### src/rtl/page_select_pkg.sv
package page_select_pkg;
  typedef enum logic [1:0] {
    PG_BASE = 2'b00,
    PG_EXT  = 2'b01,
    PG_NVM  = 2'b10
  } page_e;

  typedef struct packed {
    logic  hit;
    page_e dest;
  } page_req_t;

  localparam int N_SRC = 2;
  localparam int SRC_TW = 0;   // two-wire command path
  localparam int SRC_JT = 1;   // JTAG-style instruction path

  // code sets: {select extended, return, select nvm, return}
  localparam logic [7:0] TW_EXT_GO  = 8'h98;
  localparam logic [7:0] TW_EXT_RET = 8'h99;
  localparam logic [7:0] TW_NVM_GO  = 8'h9A;
  localparam logic [7:0] TW_NVM_RET = 8'h9B;
  localparam logic [7:0] JT_EXT_GO  = 8'h09;
  localparam logic [7:0] JT_EXT_RET = 8'h0A;
  localparam logic [7:0] JT_NVM_GO  = 8'h0B;
  localparam logic [7:0] JT_NVM_RET = 8'h0C;
endpackage

### src/rtl/page_select_decode.sv
module page_select_decode
  import page_select_pkg::*;
#(
  parameter int CMD_W = 8,
  parameter logic [CMD_W-1:0] EXT_GO  = '0,
  parameter logic [CMD_W-1:0] EXT_RET = '0,
  parameter logic [CMD_W-1:0] NVM_GO  = '0,
  parameter logic [CMD_W-1:0] NVM_RET = '0
) (
  input  logic [CMD_W-1:0] code,
  output page_req_t        req
);
  always_comb begin
    req = '{hit: 1'b0, dest: PG_BASE};
    if (code == EXT_GO)                           req = '{hit: 1'b1, dest: PG_EXT};
    else if (code == NVM_GO)                      req = '{hit: 1'b1, dest: PG_NVM};
    else if (code == EXT_RET || code == NVM_RET)  req = '{hit: 1'b1, dest: PG_BASE};
  end
endmodule

### src/rtl/page_select_route.sv
module page_select_route
  import page_select_pkg::*;
(
  input  logic      valid,
  input  logic      src,
  input  page_req_t req_by_src [N_SRC],
  output page_req_t upd
);
  page_req_t pick;
  always_comb begin
    pick = req_by_src[src];
    upd.hit  = valid & pick.hit;
    upd.dest = pick.dest;
  end
endmodule

### src/rtl/page_select_state.sv
module page_select_state
  import page_select_pkg::*;
(
  input  logic      clk,
  input  logic      rst_n,
  input  page_req_t upd,
  output page_e     cur
);
  always_ff @(posedge clk) begin
    if (!rst_n)       cur <= PG_BASE;
    else if (upd.hit) cur <= upd.dest;
  end
endmodule

### src/rtl/page_select.sv
module page_select
  import page_select_pkg::*;
#(
  parameter int CMD_W = 8
) (
  input  logic             clk,
  input  logic             rst_n,
  input  logic             cmd_valid,
  input  logic             cmd_src,
  input  logic [CMD_W-1:0] cmd_code,
  output logic [1:0]       page_sel
);
  page_req_t req_by_src [N_SRC];
  page_req_t upd;
  page_e     cur;

  for (genvar g = 0; g < N_SRC; g++) begin : g_src
    localparam logic [CMD_W-1:0] C_EG = CMD_W'(g == SRC_TW ? TW_EXT_GO  : JT_EXT_GO);
    localparam logic [CMD_W-1:0] C_ER = CMD_W'(g == SRC_TW ? TW_EXT_RET : JT_EXT_RET);
    localparam logic [CMD_W-1:0] C_NG = CMD_W'(g == SRC_TW ? TW_NVM_GO  : JT_NVM_GO);
    localparam logic [CMD_W-1:0] C_NR = CMD_W'(g == SRC_TW ? TW_NVM_RET : JT_NVM_RET);
    page_select_decode #(
      .CMD_W(CMD_W), .EXT_GO(C_EG), .EXT_RET(C_ER), .NVM_GO(C_NG), .NVM_RET(C_NR)
    ) u_dec (
      .code(cmd_code),
      .req (req_by_src[g])
    );
  end

  page_select_route u_route (
    .valid     (cmd_valid),
    .src       (cmd_src),
    .req_by_src(req_by_src),
    .upd       (upd)
  );

  page_select_state u_state (
    .clk  (clk),
    .rst_n(rst_n),
    .upd  (upd),
    .cur  (cur)
  );

  assign page_sel = cur;
endmodule

### config.mk
export PLATFORM = sky130hd
export DESIGN_NAME = page_select
export DESIGN_NICKNAME = d
export VERILOG_FILES = /design/src/rtl/page_select_pkg.sv /design/src/rtl/page_select_decode.sv /design/src/rtl/page_select_route.sv /design/src/rtl/page_select_state.sv /design/src/rtl/page_select.sv
export SDC_FILE = /design/constraint.sdc
export NUM_CORES = 1
export LEC_CHECK = 0
export BUFFER_PORTS_ARGS = -buffer_cell sky130_fd_sc_hd__buf_4
export CORE_AREA = 5 5 42 44
export DETAILED_ROUTE_END_ITERATION = 10
export DIE_AREA = 0 0 47 49
export GPL_ROUTABILITY_DRIVEN = 1
export PLACE_DENSITY = 0.31
export SYNTH_ARGS = -nofsm -noshare
export SYNTH_HDL_FRONTEND = slang
export SYNTH_SLANG_ARGS = --single-unit
### constraint.sdc
create_clock -name clk -period 1 [get_ports clk]
set_input_delay 0.1 -clock clk [delete_from_list [all_inputs] [get_ports clk]]
set_output_delay 0.1 -clock clk [all_outputs]
set_load 0.05 [all_outputs]
**Word level (Yosys, flattened, before mapping)**

Index checks and enable logic that the tools add are counted.

- Flip-flop bits (word level): 2
- Bits of input ports: 12
- Output and inout bits: 2
- Word-level logic and storage cells: 23

- $lt $le $gt $ge: 1
- Eq/ne operators: 8
- Muxes and demuxes: 9
- Bitwise operators: 2
- Reductions and logical operators: 2

Operators by type and width:

| kind | number |
|---|---|
| $eq 8x4->1 const B | 4 |
| $eq 8x8->1 const B | 4 |
| $mux 3 | 9 |
| $ge 2x2->1 const B | 1 |
| $logic_or 1x1->1 | 2 |
| $not 1->2 | 1 |
| $and 1x1->1 | 1 |

**Logic depth before layout (Yosys ltp)**

Gate-level depths: netlist (run 1).

- Word-level depth: 9
- Depth in mapped cells: 4

**By module**

Synthesis (run 1) repeated with hierarchy kept, for this count alone.

- Cell total of the unflattened synthesis: 22
- Area total of the unflattened synthesis: 220.2 µm²

Modules (own cells, without submodules):

| module | instances | cells an instance | area an instance (µm²) | seq. area each (µm²) |
|---|---|---|---|---|
| page_select_state | 1 | 6 | 72.6 | 40.0 |
| page_select_decode (g_src[1].u_dec) | 1 | 7 | 66.3 | 0.0 |
| page_select_decode (g_src[0].u_dec) | 1 | 5 | 42.5 | 0.0 |
| page_select_route | 1 | 4 | 38.8 | 0.0 |

**Worst setup path after synthesis (run 1)**

OpenSTA, ideal clock, no wires.

- Path type: register -> register
- From: reg, netlist name u_state.cur[1]
- To: reg u_state.cur[1]
- Arrival: 0.816 ns
- Data required time: 0.931 ns
- Path slack: 0.115 ns
- Cell stages (with the launch flop): 3
- Clock period less this slack: 0.885 ns
- Cell sequence: dfxtp_1 nand2_1 o21ai_1

RTL lines:

| item | RTL line | text |
|---|---|---|
| end signal, assigned | page_select_state.sv:11 | `else if (upd.hit) cur <= upd.dest;` |
| end, declared | page_select_state.sv:7 | `output page_e cur` |

**Worst setup path after layout (run 1)**

- From: reg u_state.cur[0]
- To: out page_sel[0]

RTL lines:

| item | RTL line | text |
|---|---|---|
| end, declared | page_select.sv:11 | `output logic [1:0] page_sel` |

No word-level cell between the ends.

==> flow_metrics.tcl, run 1 <==
set metrics [dict create \
    synth_warnings 0 \
    port_buffers 13 \
    wl_um 560 \
    slew_violations 0 \
    regMostFlops "u_state.cur" \
    crit_slowest_cell "dfxtp_1" \
    ys_seq_elements 2 \
    final_cells 53 \
    grt_pass1_wl_um 869 \
    core_mm2 0.00140 \
    mostFrequentLayoutCell "buf_4" \
    synth_top_area_cell "dfxtp_1" \
    start_util_pct 11.7 \
    clockRootBuffer "clkbuf_4" \
    drive_gt1_share_pct 54.1 \
    cts_inserted_buffers 3 \
    syn_area_um2 164 \
    antenna_found_initial 0 \
    synth_top_area_share_pct 24.4 \
    arrival_ns 0.74 \
    drv_cap 0 \
    grt_pass1_vias 215 \
    cp-start-kind "flop" \
    grt.total_usage_pct 5.27 \
    viasPerCell 4.06 \
    clock_path_buffers 2 \
    die_h_um 49 \
    vias 215 \
    die_x_um 47 \
    final_core_util_pct 22.2 \
    dr.first_iter.drc_count 1 \
    crit_family "flip-flops" \
    cts_tree "yes" \
    outcome "complete, no violations" \
    clock_skew_ns 0 \
    finalSetupViolCount 0 \
    first_pass_iters 2 \
    crit_path_max_incr_delay_ns 0.32 \
    hold_viol 0 \
    cp_max_fo 2 \
    synth_area_per_cell_um2 8.20 \
    placementRows 14 \
    overflow 0 \
    rsz0062_at_grt "no" \
    wl_per_cell_um 10.6 \
    postSynthCellCount 20 \
    crit_required_ns 0.90 \
    cts_max_level 1 \
    place_congestion 0.659 \
    numClockSinks 2 \
    worstMarginPinSlew_ns 0.244 \
    syn_nets 32 \
    clk_latency_ns 0.22 \
    path_buf_inv 1 \
    die-area_mm2 0.00230 \
    power.density_mw_per_mm2 1020 \
    ioPinCount 14 \
    seq_area_frac_synth_pct 24.4 \
    cts.repair.resized 0 \
    postRouteAntennaNets 0 \
    drcViolationCount 0 \
    cts.clk_slew.worst_paths_ns 0.03 \
    final_cell_mix "buf_4 (14), nand2_1 (4), clkbuf_4 (3)" \
    ys_top_cells_by_area "dfxtp_1 (24%), nor3b_4 (11%), nand2_1 (9.2%)" \
    fin_crit_sh_pct 84.4 \
    insertedDiodeCount 0 \
    area_growth_pct 90.1 \
    crit_type "flop to primary output" \
    peakVddDrop_mv 0.525 \
    leakage_nw 0.146 \
    final_nets 51 \
    hp-class "primary input to flop" \
    yosysUniqueCellTypes 14 \
    hold_buffers 0 \
    cts_setup_buffers 0 \
    crit_chain "buf_4" \
    power.total_mw 0.317 \
    grt_max_degree 5 \
    largest_reg_flops 2 \
    fmax_mhz 1180 \
    end_kind "primary output" \
    placed_cells 50 \
    dp_hpwl_um 491 \
    largestRegisters "u_state.cur x2" \
    post-route-min-period_ns 0.844 \
    slew_headroom_pct 83.6 \
]
worst paths after layout:
path | start | endpoint | slack [ns] | cells past startpoint
hold / removal | rst_n | u_state.cur[0]$_SDFFE_PN0P_ | 0.16 | 3
setup reg to reg | u_state.cur[1]$_SDFFE_PN0P_ | u_state.cur[1]$_SDFFE_PN0P_ | 0.43 | 2
setup / recovery | u_state.cur[0]$_SDFFE_PN0P_ | page_sel[0] | 0.16 | 1
hold reg to reg | u_state.cur[0]$_SDFFE_PN0P_ | u_state.cur[0]$_SDFFE_PN0P_ | 0.46 | 2
synthesized netlist by cell type:
| master | instances |
|---|---|
| nor3b_4 | 1 |
| and2b_1 | 1 |
| and3_1 | 1 |
| nor2_1 | 1 |
| nor3_1 | 2 |
| nand2_1 | 4 |
| nand4_1 | 1 |
| o21ai_1 | 2 |
| a21o_2 | 1 |
| and4bb_2 | 1 |
| nand4b_1 | 1 |
| dfxtp_1 | 2 |
| nor3b_1 | 1 |
| o31a_1 | 1 |
routing by layer:
| layer | wire length (µm) | GRT usage [%] | up-vias | share of wire (%) |
|---|---|---|---|---|
| li1 | - | - | 112 | - |
| met1 | 258 | 6.33 | 93 | 46 |
| met2 | 247 | 6.56 | 10 | 44 |
| met3 | 54 | 2.95 | 0 | 9.6 |
| met4 | 0 | 4.15 | 0 | 0 |
| met5 | 0 | 0 | - | 0 |
where the power goes:
group	internal [mW]	switching, mW
Clock	0.132	0.0412
Combinational	0.0408	0.0224
Sequential	0.0806	0.0000966
cell type report:
cell class                 count  area (µm²)
timing repair buffer          14         105
fill                         173        1090
tap                           16        20.0
multi-input combinational     18         124
clock buffer                   3        22.5
sequential                     2        40.0
per-stage QoR:
step	TNS, ns	area, µm²	hold slack [ns]	setup slack [ns]
3_3_place_gp	-0.0413	289	0.378	-0.0266
6_report	0	312	0.159	0.156
2_1_floorplan	0	164	0.241	0.115
5_1_grt	0	312	0.177	0.117
4_1_cts	0	312	0.154	0.145
3_5_place_dp	-0.0909	289	0.391	-0.0522
logic make-up after synthesis:
family          count (synthesis)  synth area share (%)
compound gates                  4                  16.8
flops                           2                  24.4
simple gates                   14                  58.8
Power figures use the tool's default switching activity.
==> run 2: changes to the inputs <==
Settings changed: ABC_AREA set to 1, PLACE_DENSITY 0.31 to 0.36.
Clock period 1 ns to 0.86 ns, I/O delays scaled along.
==> run 2 against run 1 <==
Net effect:
- first-iteration DRC count did not move
- hold slack got worse by 0.053 ns
- critical path type unchanged
- largest cell class unchanged
- area after synthesis up 40%
- synthesized cell count increased by 110%
- clock skew did not move
- register-to-register slack worse by 0.17 ns
- via count increased by 40%
- sequential share of layout area decreased by 2.9 points
- final area rose by 37%
- die area unchanged
- sequential cell count did not move
==> flow_metrics.tcl, run 2 <==
set metrics [dict create \
    synth_warnings 0 \
    postRouteAntennaNets 0 \
    placed_cells 75 \
    synth_flop_cell "dfxtp_1" \
    grt_pass1_wl_um 917 \
    largest_reg_flops 2 \
    core_mm2 0.00140 \
    cts_max_level 1 \
    final_nets 77 \
    mostFrequentLayoutCell "buf_4" \
    power.total_mw 0.448 \
    crit_chain "buf_4" \
    yosysUniqueCellTypes 13 \
    rrSetupSlack_ns 0.26 \
    crit_required_ns 0.77 \
    final_cell_mix "buf_4 (17), nand2_1 (12), nor2_1 (7), inv_1 (5)" \
    crit_family "flip-flops" \
    place_ws_ns -0.176 \
    seq_area_frac_synth_pct 17.5 \
    slew_violations 0 \
    post-route-min-period_ns 0.802 \
    placed_cell_area_um2 372 \
    die_h_um 49 \
    syn_area_um2 229 \
    outcome "complete, no violations" \
    overflow 0 \
    regToRegEndpoint "u_state.cur[0]$_SDFFE_PN0P_" \
    cts_tree "yes" \
    ys_top_cells_by_area "nand2_1 (21%), nor2_1 (18%), dfxtp_1 (17%)" \
    crit_path_max_incr_delay_ns 0.31 \
    worstHoldStart "rst_n" \
    ioPinCount 14 \
    rr_startpoint "u_state.cur[0]$_SDFFE_PN0P_" \
    crit_slowest_cell "dfxtp_2" \
    dr.first_iter.drc_count 1 \
    synth_top_area_share_pct 21.3 \
    viasPerCell 3.81 \
    synth_area_per_cell_um2 5.32 \
    vias 301 \
    drv_cap 0 \
    clockRootBuffer "clkbuf_4" \
    rsz0062_at_grt "no" \
    first_pass_iters 2 \
    hold_viol 0 \
    worstMarginPinSlew_ns 0.166 \
    die_x_um 47 \
    grt_max_degree 6 \
    placementRows 14 \
    cts.clk_slew.worst_paths_ns 0.03 \
    die-area_mm2 0.00230 \
    grt.total_usage_pct 5.77 \
    regMostFlops "u_state.cur" \
    postSynth.asyncResetShare_pct 0 \
    area_growth_pct 85.8 \
    hp-class "primary input to flop" \
    place_congestion 0.643 \
    peakVddDrop_mv 0.533 \
    crit_type "flop to primary output" \
    syn_nets 55 \
    synthTopCellsByCount "nand2_1 (13), nor2_1 (11), inv_1 (6)" \
    fin_hold_ws_ns 0.106 \
    start_util_pct 16.3 \
    numClockSinks 2 \
    synth-edff-count 0 \
    drcViolationCount 0 \
    finalSetupTns_ns 0 \
    cp_max_fo 2 \
    drive_gt1_share_pct 52.4 \
    dp_hpwl_um 530 \
    final_cells 79 \
    port_buffers 13 \
    fin_crit_sh_pct 93.2 \
    path_buf_inv 1 \
    largestRegisters "u_state.cur x2" \
    wl_um 627 \
    setup_ws_ns 0.0584 \
    finalSetupViolCount 0 \
    clk_latency_ns 0.22 \
    min_path_cells 3 \
    wl_per_cell_um 7.94 \
    clock_skew_ns 0 \
    leakage_nw 0.219 \
    slew_headroom_pct 88.9 \
    fmax_mhz 1250 \
    postSynthCellCount 43 \
    end_kind "primary output" \
    synth_top_area_cell "nand2_1" \
    final_core_util_pct 30.4 \
    fin_area_um2 425 \
    grt_pass1_vias 272 \
    cp-start-kind "flop" \
    ys_seq_elements 2 \
    cts_inserted_buffers 3 \
    power.density_mw_per_mm2 1050 \
    yosysMostFrequentCell "nand2_1" \
    clock_path_buffers 2 \
    hold_buffers 0 \
    insertedDiodeCount 0 \
    r2r.worst_path.cells 4 \
    arrival_ns 0.72 \
    holdPathEnd "u_state.cur[1]$_SDFFE_PN0P_" \
    antenna_found_initial 0 \
]
[run 2: how the worst max path moves through the flow]
stage | startpoint | endpoint | slack, ns | cells past startpoint
3_5_place_dp | cmd_code[5] | u_state.cur[1]$_SDFFE_PN0P_ | -0.18 | 7
6_report | u_state.cur[0]$_SDFFE_PN0P_ | page_sel[0] | 0.06 | 1
5_1_grt | cmd_code[0] | u_state.cur[0]$_SDFFE_PN0P_ | 0.005 | 10
2_1_floorplan | cmd_code[5] | u_state.cur[1]$_SDFFE_PN0P_ | 0.06 | 6
3_3_place_gp | cmd_code[2] | u_state.cur[1]$_SDFFE_PN0P_ | -0.16 | 9
4_1_cts | u_state.cur[0]$_SDFFE_PN0P_ | page_sel[0] | 0.04 | 1
[run 2: area by class of cell]
cell class              count  area, µm²
clock buffers               3       22.5
fillers                   171        976
inverters                   7       26.3
multi-input cells          34        186
flip-flops and latches      2       42.5
well taps                  16       20.0
repair buffers             17        128
[run 2: logic make-up after synthesis]
| logic type | after synthesis | share of synthesized area, % |
|---|---|---|
| compound gates | 3 | 9.84 |
| buf+inv | 7 | 11.5 |
| flops | 2 | 17.5 |
| simple gates | 31 | 61.2 |
[run 2: layer usage]
metal | routed length (µm) | track usage (%) | up-vias
met3 | 44 | 1.11 | 0
met5 | 0 | 0 | -
met1 | 283 | 6.35 | 119
li1 | - | - | 173
met2 | 300 | 8.60 | 9
met4 | 0 | 5.53 | 0
[run 2: what timing repair did]
item	4_1_cts	5_1_grt
resized for setup	0	8
buffers inserted	0	1
endpoints found under the setup margin	0	2
[run 2: power by group]
group	leakage, nW	switching, mW	total, mW	internal [mW]
Sequential	0.0172	0.00215	0.102	0.0995
Combinational	0.188	0.0764	0.149	0.0723
Clock	0.0138	0.0447	0.198	0.153
==> run 3: changes to the inputs <==
--- a/constraint.sdc
+++ b/constraint.sdc
@@ -3,2 +3,2 @@
 set_output_delay 0.086 -clock clk [all_outputs]
-set_load 0.05 [all_outputs]
+set_load 0.005 [all_outputs]
==> run 3 against run 2 <==
Net effect:
- via count grew 2.0%
- fmax grew 0.87%
- largest cell class unchanged
- clock skew unchanged
- hold slack worse by 0.0026 ns
- non-clock buffer count decreased by 1
- setup slack better by 0.0069 ns
- clock power hardly changed
- highest routed layer unchanged
- global-route usage up 0.98 points
- largest power group unchanged
- critical path type is now primary input to flop
==> flow_metrics.tcl, run 3 (same netlist as run 2, synthesis figures left out) <==
set metrics [dict create \
    grt_max_degree 6 \
    core_mm2 0.00140 \
    first_pass_iters 2 \
    drive_gt1_share_pct 53.2 \
    grt_pass1_vias 319 \
    vias 307 \
    mostFrequentLayoutCell "buf_4" \
    place_ws_ns -0.153 \
    slew_violations 0 \
    cts_tree "yes" \
    setup_ws_ns 0.0653 \
    place_congestion 0.637 \
    dr.first_iter.drc_count 2 \
    viasPerCell 3.94 \
    die_x_um 47 \
    regMostFlops "u_state.cur" \
    clockRootBuffer "clkbuf_4" \
    placed_cells 74 \
    grt_use_met1_pct 7.19 \
    clock_path_buffers 2 \
    antenna_found_initial 0 \
    end_kind "flop" \
    cp-start-kind "primary input" \
    postRouteAntennaNets 0 \
    finalSetupTns_ns 0 \
    clk_latency_ns 0.22 \
    fin_crit_sh_pct 92.4 \
    path_common_cell "nand2_1" \
    clock_skew_ns 0 \
    port_buffers 13 \
    crit_required_ns 1.02 \
    worstMarginPinSlew_ns 0.162 \
    placementRows 14 \
    die_h_um 49 \
    cts_max_level 1 \
    wl_um 620 \
    cp_max_fo 4 \
    hold_buffers 0 \
    power.density_mw_per_mm2 1010 \
    grt_pass1_wl_um 1100 \
    grt.busiest_layer "met2" \
    final_cells 78 \
    final_cell_mix "buf_4 (15), nand2_1 (11), inv_1 (5), nor2_1 (5), nor2_4 (4)" \
    cts.clk_slew.worst_paths_ns 0.03 \
    numClockSinks 2 \
    cts_inserted_buffers 3 \
    area_growth_pct 90.7 \
    slew_headroom_pct 89.2 \
    outcome "complete, no violations" \
    wl_per_cell_um 7.95 \
    leakage_nw 0.216 \
    finalSetupViolCount 0 \
    crit_type "primary input to flop" \
    largestRegisters "u_state.cur x2" \
    use_met2_pct 9.50 \
    crit_path_max_incr_delay_ns 0.13 \
    arrival_ns 0.95 \
    grt.total_usage_pct 6.74 \
    use_met3_pct 2.21 \
    rsz0062_at_grt "yes" \
    insertedDiodeCount 0 \
    overflow 0 \
    ioPinCount 14 \
    peakVddDrop_mv 0.446 \
    final_nets 76 \
    fin_hold_ws_ns 0.103 \
    hp-class "primary input to flop" \
    start_util_pct 16.3 \
    post-route-min-period_ns 0.795 \
    drv_cap 0 \
    hold_viol 0 \
    drcViolationCount 0 \
    die-area_mm2 0.00230 \
    fmax_mhz 1260 \
    crit_chain "buf_4, inv_2, nor2_4, buf_4, nand2_1, a21boi_2, nand2_2, nand2_1, nand2_1, nor2_2" \
    largest_reg_flops 2 \
    crit_slowest_cell "nor2_4" \
]
run 3: changes by cell type in the layout (fill, tap and decap cells not counted), sizes merged:
cell  delta
buf      -1
run 3: worst paths after layout:
check,start,endpoint,slack [ns],cells past startpoint
min reg2reg,u_state.cur[1]$_SDFFE_PN0P_,u_state.cur[1]$_SDFFE_PN0P_,0.51,4
max,cmd_code[3],u_state.cur[0]$_SDFFE_PN0P_,0.07,10
min,rst_n,u_state.cur[1]$_SDFFE_PN0P_,0.10,3
max reg2reg,u_state.cur[0]$_SDFFE_PN0P_,u_state.cur[0]$_SDFFE_PN0P_,0.25,4
run 3: worst max-delay path: cells and delay by family:
family                 cells  cell delay (ns)
AO/OA/AOI/OAI              1             0.13
buffers and inverters      3             0.26
AND/OR/NAND/NOR            6             0.48
run 3: area by class of cell:
cell class	instances	area, µm²
well taps	16	20.0
clock buffers	3	22.5
multi-input cells	34	204
repair buffers	16	124
inverters	7	26.3
fillers	170	965
flip-flops and latches	2	40.0
run 3: timing repair:
| item | in CTS | in global routing |
|---|---|---|
| buffers inserted | 0 | 1 |
| setup endpoints to repair | 0 | 2 |
| gates resized for setup | 0 | 14 |
run 3: stage by stage:
step                      instance area [µm²]  util (%)  power (mW)
after floorplan                           229         -       0.149
after global placement                    362      25.8       0.217
after detailed placement                  362      25.8       0.216
after CTS                                 384      27.4       0.431
after global routing                      437      31.2       0.480
final                                     437      31.2       0.440
run 3: routing by layer:
| metal | part of all wire, % | vias to the layer above |
|---|---|---|
| li1 | - | 171 |
| met1 | 39 | 127 |
| met2 | 51 | 9 |
| met3 | 9.4 | 0 |
| met4 | 0 | 0 |
| met5 | 0 | - |
run 3: report_power, final:
| group | internal (mW) | total [mW] | leakage (nW) | switching, mW |
|---|---|---|---|---|
| combinational | 0.0739 | 0.139 | 0.185 | 0.0651 |
| sequential | 0.0986 | 0.101 | 0.0164 | 0.00237 |
| clock | 0.153 | 0.200 | 0.0138 | 0.0469 |
| total | 0.326 | 0.440 | 0.216 | 0.114 |
